[src/rtl/seqc_pkg.sv]
package seqc_pkg;
  typedef enum logic [1:0] {
    ST_IDLE  = 2'd0,
    ST_LAYER = 2'd1,
    ST_CHECK = 2'd2,
    ST_DONE  = 2'd3
  } seq_state_e;
endpackage

[src/rtl/seqc_rst_sync.sv]
module seqc_rst_sync (
  input  logic clk,
  input  logic rst_n,
  output logic rst_sync_n
);
  logic [1:0] sync_q;

  // assert asynchronously, release after two clean edges
  always_ff @(posedge clk or negedge rst_n) begin
    if (!rst_n) sync_q <= '0;
    else        sync_q <= {sync_q[0], 1'b1};
  end

  assign rst_sync_n = sync_q[1];
endmodule

[src/rtl/seqc_layer_walk.sv]
module seqc_layer_walk #(
  parameter  int NUM_LAYERS = 7,
  parameter  int STEPS      = 3,
  localparam int LW         = $clog2(NUM_LAYERS),
  localparam int PW         = $clog2(STEPS)
) (
  input  logic          clk,
  input  logic          rst_n,
  input  logic          clr_i,
  input  logic          adv_i,
  output logic [LW-1:0] layer_o,
  output logic [PW-1:0] phase_o,
  output logic          last_o
);
  localparam logic [LW-1:0] LAST_LAYER = LW'(NUM_LAYERS - 1);
  localparam logic [PW-1:0] LAST_PHASE = PW'(STEPS - 1);

  logic [LW-1:0] layer_q, layer_d;
  logic [PW-1:0] phase_q, phase_d;
  logic          walk_en;

  assign walk_en = clr_i | adv_i;

  always_comb begin
    layer_d = layer_q;
    phase_d = phase_q;
    if (clr_i) begin
      layer_d = '0;
      phase_d = '0;
    end else if (adv_i) begin
      if (phase_q == LAST_PHASE) begin
        phase_d = '0;
        layer_d = (layer_q == LAST_LAYER) ? '0 : layer_q + 1'b1;
      end else begin
        phase_d = phase_q + 1'b1;
      end
    end
  end

  always_ff @(posedge clk or negedge rst_n) begin
    if (!rst_n) begin
      layer_q <= '0;
      phase_q <= '0;
    end else if (walk_en) begin
      layer_q <= layer_d;
      phase_q <= phase_d;
    end
  end

  assign layer_o = layer_q;
  assign phase_o = phase_q;
  assign last_o  = (layer_q == LAST_LAYER) && (phase_q == LAST_PHASE);
endmodule

[src/rtl/seqc_iter_track.sv]
module seqc_iter_track #(
  parameter int ITER_W = 5
) (
  input  logic              clk,
  input  logic              rst_n,
  input  logic              load_i,
  input  logic [ITER_W-1:0] limit_i,
  input  logic              inc_i,
  output logic [ITER_W-1:0] done_cnt_o,
  output logic              final_o
);
  logic [ITER_W-1:0] lim_q, lim_d;
  logic [ITER_W-1:0] idx_q, idx_d;
  logic              idx_en;
  logic [ITER_W:0]   done_wide;

  // a zero limit still runs one iteration
  assign lim_d  = (limit_i == '0) ? ITER_W'(1) : limit_i;
  assign idx_en = load_i | inc_i;

  always_comb begin
    idx_d = idx_q;
    if (load_i)     idx_d = '0;
    else if (inc_i) idx_d = idx_q + 1'b1;
  end

  always_ff @(posedge clk or negedge rst_n) begin
    if (!rst_n)      lim_q <= ITER_W'(1);
    else if (load_i) lim_q <= lim_d;
  end

  always_ff @(posedge clk or negedge rst_n) begin
    if (!rst_n)      idx_q <= '0;
    else if (idx_en) idx_q <= idx_d;
  end

  assign done_wide  = {1'b0, idx_q} + (ITER_W + 1)'(1);
  assign done_cnt_o = done_wide[ITER_W-1:0];
  assign final_o    = done_wide >= {1'b0, lim_q};
endmodule

[src/rtl/seqc_synd_count.sv]
module seqc_synd_count #(
  parameter  int NUM_CHECKS = 224,
  parameter  int WT_W       = 8,
  parameter  int GRP        = 16,
  localparam int NGRP       = (NUM_CHECKS + GRP - 1) / GRP,
  localparam int GW         = $clog2(GRP + 1),
  localparam int SW         = $clog2(NUM_CHECKS + 1),
  localparam int WMAX       = (1 << WT_W) - 1
) (
  input  logic [NUM_CHECKS-1:0] bits_i,
  output logic [WT_W-1:0]       wt_o,
  output logic                  zero_o
);
  logic [NGRP*GRP-1:0] padded;
  logic [NGRP*GW-1:0]  grp_flat;
  logic [SW-1:0]       total;

  always_comb begin
    padded                 = '0;
    padded[NUM_CHECKS-1:0] = bits_i;
  end

  // first stage: one small counter per group of checks
  for (genvar g = 0; g < NGRP; g++) begin : g_grp
    logic [GW-1:0] cnt;
    always_comb begin
      cnt = '0;
      for (int b = 0; b < GRP; b++) cnt = cnt + GW'(padded[g*GRP + b]);
    end
    assign grp_flat[g*GW +: GW] = cnt;
  end

  // second stage: sum of the group counts
  always_comb begin
    total = '0;
    for (int g = 0; g < NGRP; g++) total = total + SW'(grp_flat[g*GW +: GW]);
  end

  assign wt_o   = (32'(total) > WMAX) ? '1 : WT_W'(total);
  assign zero_o = (total == '0);
endmodule

[src/rtl/ldpc_layer_sequencer.sv]
module ldpc_layer_sequencer
  import seqc_pkg::*;
#(
  parameter  int NUM_LAYERS = 7,
  parameter  int STEPS      = 3,
  parameter  int ITER_W     = 5,
  parameter  int NUM_CHECKS = 224,
  parameter  int WT_W       = 8,
  localparam int LW         = $clog2(NUM_LAYERS),
  localparam int PW         = $clog2(STEPS)
) (
  input  logic                  clk,
  input  logic                  rst_n,
  input  logic                  start_i,
  input  logic                  early_exit_en_i,
  input  logic [ITER_W-1:0]     iter_limit_i,
  input  logic [NUM_CHECKS-1:0] parity_i,
  output logic                  busy_o,
  output logic                  eval_o,
  output logic [LW-1:0]         layer_o,
  output logic [PW-1:0]         phase_o,
  output logic                  converged_o,
  output logic [ITER_W-1:0]     iters_used_o,
  output logic [WT_W-1:0]       synd_wt_o
);
  logic              rst_sync_n;
  seq_state_e        state_q, state_d;
  logic              start_ok, in_check, stop_now;
  logic              walk_last, iter_final;
  logic [ITER_W-1:0] done_cnt;
  logic [WT_W-1:0]   cur_wt;
  logic              cur_zero;
  logic              exit_en_q;
  logic              conv_q, conv_d;
  logic [ITER_W-1:0] used_q, used_d;
  logic [WT_W-1:0]   wt_q, wt_d;
  logic              stat_en;

  seqc_rst_sync u_rst (
    .clk        (clk),
    .rst_n      (rst_n),
    .rst_sync_n (rst_sync_n)
  );

  assign busy_o   = (state_q == ST_LAYER) || (state_q == ST_CHECK);
  assign in_check = (state_q == ST_CHECK);
  assign start_ok = start_i && !busy_o;

  seqc_layer_walk #(.NUM_LAYERS(NUM_LAYERS), .STEPS(STEPS)) u_walk (
    .clk     (clk),
    .rst_n   (rst_sync_n),
    .clr_i   (start_ok | in_check),
    .adv_i   (state_q == ST_LAYER),
    .layer_o (layer_o),
    .phase_o (phase_o),
    .last_o  (walk_last)
  );

  seqc_synd_count #(.NUM_CHECKS(NUM_CHECKS), .WT_W(WT_W)) u_cnt (
    .bits_i (parity_i),
    .wt_o   (cur_wt),
    .zero_o (cur_zero)
  );

  assign stop_now = (exit_en_q && cur_zero) || iter_final;

  seqc_iter_track #(.ITER_W(ITER_W)) u_iter (
    .clk        (clk),
    .rst_n      (rst_sync_n),
    .load_i     (start_ok),
    .limit_i    (iter_limit_i),
    .inc_i      (in_check && !stop_now),
    .done_cnt_o (done_cnt),
    .final_o    (iter_final)
  );

  // next-state logic
  always_comb begin
    state_d = state_q;
    unique case (state_q)
      ST_IDLE:  if (start_ok) state_d = ST_LAYER;
      ST_LAYER: if (walk_last) state_d = ST_CHECK;
      ST_CHECK: state_d = stop_now ? ST_DONE : ST_LAYER;
      ST_DONE:  state_d = start_ok ? ST_LAYER : ST_IDLE;
      default:  state_d = ST_IDLE;
    endcase
  end

  always_ff @(posedge clk or negedge rst_sync_n) begin
    if (!rst_sync_n) state_q <= ST_IDLE;
    else             state_q <= state_d;
  end

  always_ff @(posedge clk or negedge rst_sync_n) begin
    if (!rst_sync_n)   exit_en_q <= 1'b0;
    else if (start_ok) exit_en_q <= early_exit_en_i;
  end

  // status: cleared on accepted start, refreshed every evaluation
  assign stat_en = start_ok | in_check;

  always_comb begin
    conv_d = conv_q;
    used_d = used_q;
    wt_d   = wt_q;
    if (start_ok) begin
      conv_d = 1'b0;
      used_d = '0;
      wt_d   = '0;
    end else if (in_check) begin
      conv_d = cur_zero;
      used_d = done_cnt;
      wt_d   = cur_wt;
    end
  end

  always_ff @(posedge clk or negedge rst_sync_n) begin
    if (!rst_sync_n) begin
      conv_q <= 1'b0;
      used_q <= '0;
      wt_q   <= '0;
    end else if (stat_en) begin
      conv_q <= conv_d;
      used_q <= used_d;
      wt_q   <= wt_d;
    end
  end

  assign eval_o       = in_check;
  assign converged_o  = conv_q;
  assign iters_used_o = used_q;
  assign synd_wt_o    = wt_q;
endmodule

[config.mk]
export PLATFORM = sky130hd
export DESIGN_NAME = ldpc_layer_sequencer
export DESIGN_NICKNAME = d
export VERILOG_FILES = /design/src/rtl/seqc_pkg.sv /design/src/rtl/seqc_rst_sync.sv /design/src/rtl/seqc_layer_walk.sv /design/src/rtl/seqc_iter_track.sv /design/src/rtl/seqc_synd_count.sv /design/src/rtl/ldpc_layer_sequencer.sv
export SDC_FILE = /design/constraint.sdc
export NUM_CORES = 1
export LEC_CHECK = 0
export ABC_AREA = 1
export BUFFER_PORTS_ARGS = -buffer_cell sky130_fd_sc_hd__clkbuf_2
export CAP_MARGIN = 20
export CORE_MARGIN = 10
export CORE_UTILIZATION = 35
export DETAILED_ROUTE_END_ITERATION = 10
export GPL_TIMING_DRIVEN = 0
export PLACE_DENSITY = 0.65
export SYNTH_ARGS = -nofsm -noshare
export SYNTH_HDL_FRONTEND = slang
export SYNTH_SLANG_ARGS = --single-unit
[constraint.sdc]
create_clock -name clk -period 1.4 [get_ports clk]
set_clock_uncertainty 0.1 [all_clocks]
set_input_delay 0.07 -clock clk [delete_from_list [all_inputs] [get_ports clk]]
set_output_delay 0.07 -clock clk [all_outputs]
set_load 0.01 [all_outputs]
# --- Yosys cells after proc, flatten, opt, wreduce, memory -nomap -nowiden ---
# Index checks and enable logic that the tools add are counted.
op_classes:
  n_addsub: 227
  multipliers: 0
  div_mod_pow: 0
  order_cmp: 1
  n_eq_ne: 7
  shift: 0
  mux: 21
  bitwise: 3
  n_reduce_logical: 20
op_table:
  columns: ["op", "n"]
  rows:
  - ["adder 5 x 1 -> 5 bit", 196]
  - ["adder 8 x 5 -> 8 bit", 12]
  - ["adder 1 x 1 -> 2 bit", 14]
  - ["2-to-1 mux 5 bit", 5]
  - ["2-to-1 mux 8 bit", 2]
  - ["2-to-1 mux 2 bit", 6]
  - ["2-to-1 mux 3 bit", 4]
  - ["zero test 8 bit", 1]
  - ["one-hot mux 2 bit (4 select lines)", 1]
  - ["AND reduction 2 bit", 4]
  - ["nonzero test 2 bit", 4]
  - ["adder 5 x 1 -> 6 bit (second input constant)", 1]
  - ["adder 5 x 5 -> 6 bit", 1]
  - ["== test 2 bit (second input constant)", 3]
  - ["greater-or-equal comparator 6 x 5 -> 1 bit", 1]
  - ["adder 5 x 1 -> 5 bit (second input constant)", 1]
  - ["zero test 5 bit", 1]
  - ["logical AND 1 bit", 4]
  - ["!= test 2 bit (second input constant)", 2]
  - ["adder 3 x 1 -> 3 bit (second input constant)", 1]
  - ["== test 3 bit (second input constant)", 1]
  - ["2-to-1 mux 1 bit", 3]
  - ["bitwise OR 1 bit", 3]
  - ["AND reduction 3 bit", 1]
  - ["other kinds (5)", 7]
word_totals:
  ff_bits: 34
  latch_bits: 0
  ram_bits: 0
  mem_bits_ro: 0
  in_bits: 233
  output_inout_bits: 21
  word_cells: 289
  memories: 0

# --- Longest topological paths before layout ---
# Gate-level depths: netlist of the first run.
logic_depth:
  ltp_word: 35
  mapped_depth: 39
  depth_no_buf: 39

# --- Hierarchy ---
# A second synthesis of the first run with hierarchy kept.
unflattened:
  cells_unflattened: 848
  area_unflattened_um2: 7978.9
by_module_without_submodules:
  columns: ["module", "instances", "cells_per_inst", "area_each_um2", "seq_area_each_um2"]
  rows:
  - ["seqc_synd_count", 1, 630, 6118.4, 0.0]
  - ["ldpc_layer_sequencer", 1, 100, 907.1, 425.4]
  - ["seqc_iter_track", 1, 82, 639.4, 251.5]
  - ["seqc_layer_walk", 1, 33, 260.2, 125.1]
  - ["seqc_rst_sync", 1, 3, 53.8, 50.0]

# --- Worst setup path after synthesis of the first run ---
# Ideal clock, no wire load.
synth_timing:
  path_type: "input to register"
  start: "input parity_i[16]"
  end: "register u_iter.idx_q[1]"
  setup_ns: 0.118
  arrival_ns: 7.901
  required_time_ns: 1.182
  setup_slack_ns: -6.719
  path_stages: 32
  n_path_buf: 0
  path_cell_list: "ha_1 -> inv_1 -> fa_1 -> inv_1 -> fa_1 -> fa_1 -> inv_1 -> fa_1 -> fa_1 -> fa_1 -> xnor2_1 -> ha_1 -> a21oi_1 -> and2_1 -> xor2_1 -> fa_1 -> fa_1 -> fa_1 -> fa_1 -> fa_1 -> inv_1 -> fa_1 -> nor2_1 -> nand2_1 -> nor2_1 -> nand3_1 -> nor2_2 -> nand3_2 -> nand2_2 -> clkinv_2 -> nand3_1 -> nand2_1"
synth_between:
  elab_chain_len: 35
  elab_cells_between_ends: 36
  cone_classes: "28 x add/sub; 1 x bitwise; 7 x reduce/logical"
synth_lines:
  columns: ["element", "line", "source"]
  rows:
  - ["start: declaration", "ldpc_layer_sequencer.sv:17", "input logic [NUM_CHECKS-1:0] parity_i,"]
  - ["adder 1 x 1 -> 2 bit *", "seqc_synd_count.sv:28", "for (int b = 0; b < GRP; b++) cnt = cnt + GW'(padded[g*GRP + b]);"]
  - ["adder 5 x 1 -> 5 bit * (14 in series)", "seqc_synd_count.sv:28", null]
  - ["adder 5 x 5 -> 6 bit *", "seqc_synd_count.sv:36", "for (int g = 0; g < NGRP; g++) total = total + SW'(grp_flat[g*GW +: GW]);"]
  - ["adder 8 x 5 -> 8 bit * (12 in series)", "seqc_synd_count.sv:36", null]
  - ["zero test 8 bit *", "seqc_synd_count.sv:40", "assign zero_o = (total == '0);"]
  - ["logical AND 1 bit *", "ldpc_layer_sequencer.sv:65", "assign stop_now = (exit_en_q && cur_zero) || iter_final;"]
  - ["logical OR 1 bit *", "ldpc_layer_sequencer.sv:65", null]
  - ["zero test 1 bit *", "ldpc_layer_sequencer.sv:72", ".inc_i (in_check && !stop_now),"]
  - ["logical AND 1 bit *", "ldpc_layer_sequencer.sv:72", null]
  - ["nonzero test 2 bit (no source line) / bitwise OR 1 bit (equally long branches)", null, null]
  - ["AND reduction 2 bit (no source line) *", null, null]
  - ["end signal: assignment", "seqc_iter_track.sv:34", "else if (idx_en) idx_q <= idx_d;"]
  - ["end: declaration", "seqc_iter_track.sv:13", "logic [ITER_W-1:0] idx_q, idx_d;"]
# Every way passes the cells marked *; elsewhere a longest branch is shown, timed or not.
# A chain may end at the register's enable or synchronous reset.

# --- Final worst setup path of the first run ---
layout_timing:
  start: "input parity_i[1]"
  end: "register u_iter.idx_q[0]"
# Same word-level chain as after synthesis.

==> impl_results.md, run 1 <==
- Run status: complete, but fails checks
- Failing checks: setup timing
- CP dominant cell by count: fa_1
- Detailed-route vias per instance: 4.29
- Detailed-route wire length: 21500 microns
- Number of ports placed on the die boundary: between 200 and 300
- Gate count after technology mapping: 931
- Critical setup path kind: primary input to register
- Crit path DAT: 8.19 ns
- Clock sink total: 34
- Antenna diodes: 0
- Num CTS Buffers: 5
- Total vias in the final route: 6710
- Number of failing setup endpoints in the final timing report: 32
- Total cell area at the placement stage: around 11000 sq um
- Count of final max-slew check failures: 0
- Worst hold slack across all endpoints: between 0.02 and 0.025 ns
- Die Y: 177 microns
- Yosys warns: 0
- Clock Latency Late Sink: roughly 0.28 ns
- Worst Setup End Kind: register
- Worst-margin pin slew: 0.716 ns
- Std cell rows: 57
- Slowest stage cell, crit path: fa_1
- Count of filler cells inserted in the layout: 2272
- HPWL after detailed placement: 19100 microns
- Critical path origin: parity_i[1]
- Total congestion overflow after global routing: 0
- Normalized max-slew margin: 52.3%
- Synthesized netlist net count: 1456
- Number of library cell types mapped by synthesis: 34
- Maximum net fanout on the critical path: 4
- Antenna violations before repair: 0
- Fin crit share: 580%
- First-pass detailed-route iteration total: 4
- Worst hold-check path type: primary input to asynchronous set/reset pin
- Share of synthesized area occupied by flip-flops and latches: 9.83%
- Number of synthesized register bits: 34
- Proportion of layout cells with a drive suffix above 1: 34.3%
- Initial core utilization: 35.6%
- Net count reported at finish: 1765
- Post-layout min period: 8.12 ns
- Worst setup SP type: primary input
- Via count of the first global-routing pass: 7574
- WP buf/inv: 8
- Port Buf Inserts: 253
- Startpoint of the worst register-to-register path: u_iter.idx_q[0]
- Max Cap Viol: 0
- Mapped cell area: roughly 8700 sq um
- Post-route cell area: between 10000 and 15000 sq um
- Slowest Stage Delay on Critical Path: ~0.58 ns
- Number of routed nets with antenna violations: 0
- Wire length of the first global-routing pass: approximately 35000 microns
- Number of design-rule violations left by the first detailed-router iteration: 202
- Final hold violations: 0
- Core region area: 24300 sq um
- Placer's final routability congestion estimate: 0.817
- Upper clock frequency limit: 123 MHz
- Setup repair after global routing missed its margin: true
- Dominant delay contributor by cell family on the critical path: adder cells
- Total stage count of the critical path: 33
- Clock input transition at the sequential cells of the worst setup and hold paths: 0.05 ns
- Clock root buffer master: clkbuf_16
- Total GRT Usage: roughly 13%
- H-tree depth: 2
- Die Footprint: 31500 sq um
- Maximum number of pins on one net before global-route repair: 19
- TritonCTS clock tree: done
- CTS max path bufs: 2
- DR WL/cell: between 10 and 15 microns
- Required time of the critical path: 1.47 ns
- DRC violation count after routing: 0
- Post-Route Setup TNS: -94.06 ns
- Setup slack after layout: -6.72 ns
- Layout overhead on the synthesized area: 33.9%
- Post-Syn Area per Cell: just over 9 sq um
- Path depth of the worst reg2reg path: 13
- Die outline width: between 150 and 200 microns
-- flip-flops by register name, summed over array words and instances, names as in the netlist --
signal          count
u_walk.phase_o      2
converged_o         1
u_rst.sync_q        2
u_walk.layer_o      3
u_iter.lim_q        5
iters_used_o        5
state_q             2
exit_en_q           1
u_iter.idx_q        5
synd_wt_o           8
-- timing repair --
action,4_1_cts,5_1_grt
endpoints found under the hold margin,8,0
pin swaps,43,33
endpoints found under the setup margin,33,34
gates cloned,3,1
buffers inserted,26,16
hold buffers,7,0
resized for setup,55,70
-- synthesized netlist by cell type --
library cell / n / area, sq um
a21boi_1: 1 / 7.51
a21oi_1: 27 / 135
a22o_1: 9 / 78.8
a311oi_1: 1 / 8.76
and2_1: 1 / 6.26
buf_2: 2 / 10.0
buf_6: 1 / 11.3
clkbuf_1: 1 / 3.75
clkinv_1: 2 / 7.51
clkinv_2: 1 / 5.00
conb_1: 1 / 3.75
dfrtp_1: 33 / 826
dfstp_2: 1 / 26.3
fa_1: 194 / 3880
ha_1: 98 / 1230
inv_1: 342 / 1280
nand2_1: 73 / 274
nand2_2: 3 / 18.8
nand3_1: 26 / 130
nand3_2: 4 / 40.0
nand3b_2: 1 / 11.3
nand4_1: 3 / 18.8
nor2_1: 24 / 90.1
nor2_2: 3 / 18.8
nor2_4: 1 / 11.3
nor3_1: 1 / 5.00
o21ai_0: 36 / 180
o21ai_1: 2 / 10.0
o21bai_1: 2 / 15.0
o221ai_1: 1 / 8.76
o41ai_1: 1 / 8.76
or2_0: 1 / 6.26
xnor2_1: 13 / 114
xor2_1: 21 / 184
-- cell usage in the layout (no fill, tap or decap), types with 15 or more instances in the layout --
cell / instances
a21oi_1: 21
buf_4: 24
buf_6: 18
clkbuf_2: 249
dfrtp_1: 32
fa_1: 186
ha_1: 81
ha_4: 15
inv_1: 318
inv_2: 21
nand2_1: 58
nand2_2: 15
nand3_1: 15
nor2_1: 15
o21ai_0: 27
xor2_1: 18
-- per-stage QoR --
| step | worst slack, ns | util, % | cells |
|---|---|---|---|
| 2_1_floorplan | -6.49 | - | 931 |
| 3_3_place_gp | -7.02 | 43.2 | 1508 |
| 3_5_place_dp | -7.07 | 43.3 | 1509 |
| 4_1_cts | -6.72 | 46.2 | 1552 |
| 5_1_grt | -6.99 | 47.7 | 1565 |
| 6_report | -6.72 | 47.7 | 1565 |
-- area by class of cell --
type                            count  area [sq um]  area share, %
Buffer                              3          41.3          0.356
Clock buffer                        8           166           1.43
Inverter                          345          1310           11.3
Multi-Input combinational cell    548          7000           60.3
Sequential cell                    34           853           7.35
Tap cell                          324           405           3.49
Timing Repair Buffer              303          1840           15.8
-- cell families after synthesis --
| logic type | Yosys count | synth area share [%] |
|---|---|---|
| xor gates and xnor gates | 34 | 3.44 |
| adders and majority gates | 292 | 58.9 |
| buffers and inverters | 349 | 15.2 |
| DFF | 34 | 9.83 |
| other | 1 | 0.0433 |
| AOI/OAI and AO/OA | 80 | 5.23 |
| and+or+nand+nor | 141 | 7.27 |
-- worst paths after layout --
| path | to | slack, ns |
|---|---|---|
| setup / recovery | u_iter.idx_q[0] | -6.72 |
| hold / removal | u_rst.sync_q[1] | 0.02 |
| setup reg to reg | u_iter.idx_q[0] | -0.87 |
| hold reg to reg | u_iter.lim_q[1] | 0.20 |
| max in group asynchronous | u_iter.lim_q[0] | 0.39 |
| min in group clk | u_rst.sync_q[1] | 0.26 |
-- layer usage --
layer,wire length (microns),global-route usage [%],share of wire [%],vias up
li1,-,-,-,3301
met1,7950,15.3,37,3223
met2,12000,25.9,56,165
met3,1320,2.59,6.1,21
met4,221,1.56,1.0,0
met5,0,0,0,-
Power of run 1 is left out: the tool's default activity adds up to more than one toggle a clock period on the data nets, which glitch-free logic cannot reach.
==> run 2, diff against run 1 <==
Settings changed: SETUP_SLACK_MARGIN set to 0.1.
==> run 2 against run 1 <==
  * The run still ends with setup timing left
  * Maximum frequency is 0.32% higher
  * Critical path depth is 1 lower
  * Routed wire length about the same
  * Die area unchanged
  * Design area about the same
  * Largest cell class unchanged
==> impl_results.md, run 2 (synthesis results as in run 1) <==
- Crit path DAT: 8.15 ns (-0.04 ns)
- Die Y: 177 microns (unchanged)
- Antenna violations before repair: 0 (unchanged)
- Total vias in the final route: 6751 (+0.61%)
- Normalized max-slew margin: 52.0% (-0.24 points)
- Max Cap Viol: 0 (unchanged)
- Worst hold-check path type: primary input to asynchronous set/reset pin
- Count of filler cells inserted in the layout: 2259 (-0.57%)
- H-tree depth: 2 (unchanged)
- Fin crit share: 578% (-1.9 points)
- Critical setup path kind: primary input to register
- Total GRT Usage: 13.6% (+0.21 points)
- WP buf/inv: 7 (-1)
- Layout Utilization: 47.7% (about the same)
- Std cell rows: 57 (unchanged)
- Placed Cells: 1509 (unchanged)
- Clock sink total: 34 (unchanged)
- Run status: complete, but fails checks
- Number of ports placed on the die boundary: 254 (unchanged)
- Maximum net fanout on the critical path: 4 (unchanged)
- Detailed-route wire length: 21500 microns (about the same)
- Top library cells by usage in the layout, fill and taps aside: inv_1 (321), clkbuf_2 (249), fa_1 (183), ha_1 (83), nand2_1 (51)
- Number of design-rule violations left by the first detailed-router iteration: 244 (+21%)
- Number of failing setup endpoints in the final timing report: 33 (+3.1%)
- Routed length on met2: 12000 microns (about the same)
- Setup repair after global routing missed its margin: true
- Required time of the critical path: 1.46 ns (about the same)
- Detailed-route vias per instance: 4.34 (+1.2%)
- Die outline width: 177 microns (unchanged)
- Port Buf Inserts: 253 (unchanged)
- CTS max path bufs: 2 (unchanged)
- Clock input transition at the sequential cells of the worst setup and hold paths: 0.05 ns (about the same)
- DR top layer: met4
- Worst hold slack across all endpoints: 0.0344 ns (+0.0136 ns)
- Upper clock frequency limit: 124 MHz (+0.32%)
- Via count of the first global-routing pass: 7841 (+3.5%)
- Clock Latency Late Sink: 0.28 ns (about the same)
- Number of flip-flops under the largest register name: 8 (unchanged)
- Slowest Stage Delay on Critical Path: 0.60 ns (+0.02 ns)
- R2R Setup Slk: -0.94 ns (-0.07 ns)
- Number of routed nets with antenna violations: 0 (unchanged)
- First-pass detailed-route iteration total: 4 (unchanged)
- DR WL/cell: 13.8 microns (+0.48%)
- Register Area: 853 sq um (unchanged)
- Worst setup SP type: primary input
- Slowest stage cell, crit path: fa_1
- DRC violation count after routing: 0 (unchanged)
- Final hold violations: 0 (unchanged)
- Area taken by multi-input logic gates: 7060 sq um (+0.95%)
- HPWL after detailed placement: 19300 microns (+1.2%)
- DR WL met3: 1190 microns (-9.6%)
- Count of final max-slew check failures: 0 (unchanged)
- Net count reported at finish: 1757 (-0.45%)
- Finished Layout Cells: 1556 (-0.58%)
- Most common library cell in the layout ignoring fill and taps: inv_1
- Total congestion overflow after global routing: 0 (unchanged)
- Dominant delay contributor by cell family on the critical path: adder cells
- Core region area: 24300 sq um (unchanged)
- Maximum number of pins on one net before global-route repair: 18 (-1)
- Failing checks: setup timing
- Initial core utilization: 35.6% (unchanged)
- CP dominant cell by count: fa_1
- Clock root buffer master: clkbuf_16
- Layout overhead on the synthesized area: 33.9% (about the same)
- Post-layout min period: 8.09 ns (-0.0260 ns)
- Wire length of the first global-routing pass: 35600 microns (+1.8%)
- Placer's final routability congestion estimate: 0.812 (-0.64%)
- Antenna diodes: 0 (unchanged)
- TritonCTS clock tree: done
- Setup slack after layout: -6.69 ns (+0.0260 ns)
- Die Footprint: 31500 sq um (unchanged)
- Post-Route Setup TNS: -93.89 ns (+0.165 ns)
- Worst Setup End Kind: register
- Num CTS Buffers: 5 (unchanged)
- Metal1 wirelength: 8060 microns (+1.4%)
- Proportion of layout cells with a drive suffix above 1: 34.3% (about the same)
- Worst-margin pin slew: 0.719 ns (+0.00357 ns)
## run 2: final timing paths
check / start / endpoint / cells past startpoint
max: parity_i[17] / u_iter.idx_q[0] / 32
min: rst_n / u_rst.sync_q[1] / 2
max reg2reg: u_iter.idx_q[0] / u_iter.idx_q[4] / 11
min reg2reg: u_rst.sync_q[1] / u_iter.lim_q[1] / 0
max in group asynchronous: u_rst.sync_q[1] / u_iter.lim_q[0] / 1
min in group clk: u_rst.sync_q[0] / u_rst.sync_q[1] / 0
## run 2: repair_timing
item,in CTS,in global routing
hold endpoints to repair,8,0
buffers inserted,18,15
setup endpoints to repair,34,34
cloned,4,0
gates resized for setup,57,81
pin swaps,42,45
hold buffers,7,0
## run 2: final cells by class
cell class                 instances  area share, %
tap                              324           3.49
multi-input combinational        548           60.8
timing repair buffer             294           15.3
sequential                        34           7.35
clock buffer                       7           1.14
inverter                         345           11.3
buffer                             4          0.571
## run 2: routing by layer
layer | vias up | global-route usage [%]
li1 | 3289 | -
met1 | 3266 | 15.2
met2 | 177 | 26.8
met3 | 19 | 2.53
met4 | 0 | 1.49
met5 | - | 0
## run 2: metrics by stage
step                      setup WS, ns  instance area [sq um]
after global placement           -6.96                  10500
after CTS                        -6.74                  11200
after floorplan                  -6.49                   8830
after global routing             -6.94                  11600
after detailed placement         -7.08                  10500
final                            -6.69                  11600
Power of run 2 is left out for the same reason.
==> run 3, diff against run 2 <==
Settings changed: CORE_ASPECT_RATIO set to 1.2, CORE_UTILIZATION 35 to 40, PLACE_DENSITY 0.65 to 0.71.
==> run 3 against run 2 <==
  * The run still ends with setup timing left
  * Maximum frequency increased by 1.5%
  * Design area decreased by 1.5%
  * Critical path depth increased by 1
  * Global-route usage increased by 2.1 points
  * Critical endpoint is now u_iter.idx_q[1]
  * Non-clock buffer count decreased by 4
  * Routed wire length increased by 1.6%
  * First-iteration DRC count decreased by 50%
  * Cell count decreased by 3.7%
  * Worst hold slack got worse by 0.021 ns
  * Setup slack improved by 0.12 ns
  * Count of clock-buffer cells in the layout decreased by 1
==> impl_results.md, run 3 (synthesis results as in run 1) <==
- Run status: complete, but fails checks
- Failing checks: setup timing
- Total cell area at the placement stage: 10500 sq um (-0.64%)
- TritonCTS clock tree: done
- Worst Setup End Kind: register
- CP dominant cell by count: fa_1
- Number of design-rule violations left by the first detailed-router iteration: 122 (-50%)
- Proportion of layout cells with a drive suffix above 1: 33.7% (-0.65 points)
- Die outline width: 154 microns (-13%)
- Most common library cell in the layout ignoring fill and taps: inv_1
- Number of routed nets with antenna violations: 0 (unchanged)
- Detailed-route wire length: 21800 microns (+1.6%)
- CTS max path bufs: 2 (unchanged)
- Worst setup SP type: primary input
- Slowest Stage Delay on Critical Path: 0.57 ns (-0.03 ns)
- Total congestion overflow after global routing: 0 (unchanged)
- DRC violation count after routing: 0 (unchanged)
- Top library cells by usage in the layout, fill and taps aside: inv_1 (319), clkbuf_2 (247), fa_1 (185), ha_1 (83), nand2_1 (57)
- Total vias in the final route: 6828 (+1.1%)
- Net count reported at finish: 1753 (-0.23%)
- Antenna diodes: 0 (unchanged)
- HPWL after detailed placement: 19500 microns (+1.1%)
- Antenna violations before repair: 0 (unchanged)
- Port Buf Inserts: 253 (unchanged)
- Maximum number of pins on one net before global-route repair: 24 (+6)
- Endpoint of the lowest-slack register-to-register path: u_iter.idx_q[1]
- Clock Latency Late Sink: 0.28 ns (about the same)
- Final hold violations: 0 (unchanged)
- Startpoint of the worst register-to-register path: u_iter.idx_q[0]
- Count of filler cells inserted in the layout: 1814 (-20%)
- Capturing element of the worst setup path: u_iter.idx_q[1]
- Detailed-route vias per instance: 4.56 (+5.0%)
- Worst hold-check path type: primary input to asynchronous set/reset pin
- Setup slack after layout: -6.57 ns (+0.123 ns)
- Placer's final routability congestion estimate: 0.813 (about the same)
- Maximum net fanout on the critical path: 4 (unchanged)
- DR WL/cell: 14.6 microns (+5.5%)
- First-pass detailed-route iteration total: 4 (unchanged)
- Critical setup path kind: primary input to register
- Number of failing setup endpoints in the final timing report: 33 (unchanged)
- Std cell rows: 58 (+1.8%)
- Worst-margin pin slew: 0.538 ns (-0.181 ns)
- H-tree depth: 2 (unchanged)
- R2R Setup Slk: -0.94 ns (about the same)
- Count of final max-slew check failures: 0 (unchanged)
- Number of flip-flops under the largest register name: 8 (unchanged)
- Crit path DAT: 8.03 ns (-0.12 ns)
- Layout overhead on the synthesized area: 31.9%
- Slowest stage cell, crit path: fa_2
- Initial core utilization: 41.0% (+5.4 points)
- Critical path origin: parity_i[0]
- Post-layout min period: 7.97 ns (-0.123 ns)
- Core region area: 21100 sq um (-13%)
- Upper clock frequency limit: 126 MHz (+1.5%)
- Setup repair after global routing missed its margin: true
- Max Cap Viol: 0 (unchanged)
- Total GRT Usage: 15.7% (+2.1 points)
- Clock sink total: 34 (unchanged)
- Fin crit share: 569% (-8.8 points)
- Wire length of the first global-routing pass: 36600 microns (+2.8%)
- Number of ports placed on the die boundary: 254 (unchanged)
- Die Y: 181 microns (+2.2%)
- Worst slack at placement: -7.06 ns (+0.0208 ns)
- Clock root buffer master: clkbuf_16
- Normalized max-slew margin: 64.1% (+12 points)
- Clock input transition at the sequential cells of the worst setup and hold paths: 0.06 ns (about the same)
- Path depth of the worst reg2reg path: 11 (unchanged)
- Post-route cell area: 11400 sq um (-1.5%)
- Num CTS Buffers: 5 (unchanged)
- Die Footprint: 28000 sq um (-11%)
- Required time of the critical path: 1.47 ns (about the same)
- Via count of the first global-routing pass: 8066 (+2.9%)
==> run 3: cell count changes in the layout (fill, tap and decap cells not counted), sizes merged <==
cell,delta
bufbuf,-1
clkinv,+1
buf,+1
clkinvlp,+1
clkbuf,-5
==> run 3: how the worst min path moves through the flow <==
stage / endpoint / slack (ns) / cells past startpoint
after global routing: u_rst.sync_q[1] / 0.02 / 2
final: u_rst.sync_q[0] / 0.01 / 2
after CTS: u_rst.sync_q[0] / 0.005 / 2
after detailed placement: u_rst.sync_q[0] / -0.24 / 1
after floorplan: u_rst.sync_q[0] / -0.33 / 0
after global placement: u_rst.sync_q[1] / -0.24 / 1
==> run 3: critical path: cells and delay by family <==
kind	cells	cell delay, ns
fa+ha+maj	15	6.58
buf+inv	8	0.41
xor+xnor	1	0.16
simple gates	9	0.81
==> run 3: layer usage <==
layer / up-vias / track usage [%] / wire length, microns
li1: 3270 / - / -
met1: 3360 / 15.6 / 7370
met2: 170 / 31.9 / 12900
met3: 28 / 3.42 / 1280
met4: 0 / 3.14 / 334
met5: - / 0 / 0
==> run 3: final cells by class <==
class                      count  area, sq um  share of cell area, %
multi-input combinational    548         7000                   61.2
tap                          270          338                   2.95
clock buffer                   6          139                   1.21
timing repair buffer         291         1750                   15.3
inverter                     345         1310                   11.5
buffer                         3         37.5                  0.328
sequential                    34          853                   7.46
clock inverter                 2         12.5                  0.109
==> run 3: per-stage QoR <==
stage          utilization (%)  instances  setup TNS, ns  hold WS (ns)
2_1_floorplan                -        931         -90.18        -0.326
3_3_place_gp              49.4       1454         -99.50        -0.245
3_5_place_dp              49.5       1455         -99.27        -0.243
4_1_cts                   52.5       1488         -93.15       0.00533
5_1_grt                   54.1       1499         -97.35        0.0174
6_report                  54.1       1499         -92.71        0.0131
==> run 3: what timing repair did <==
| item | 4_1_cts | 5_1_grt |
|---|---|---|
| setup endpoints to repair | 34 | 34 |
| pin swaps | 28 | 35 |
| resized for setup | 63 | 60 |
| hold buffers | 7 | 0 |
| cloned | 3 | 0 |
| buffers inserted | 16 | 12 |
| hold endpoints to repair | 8 | 0 |
Power of run 3 is left out for the same reason.
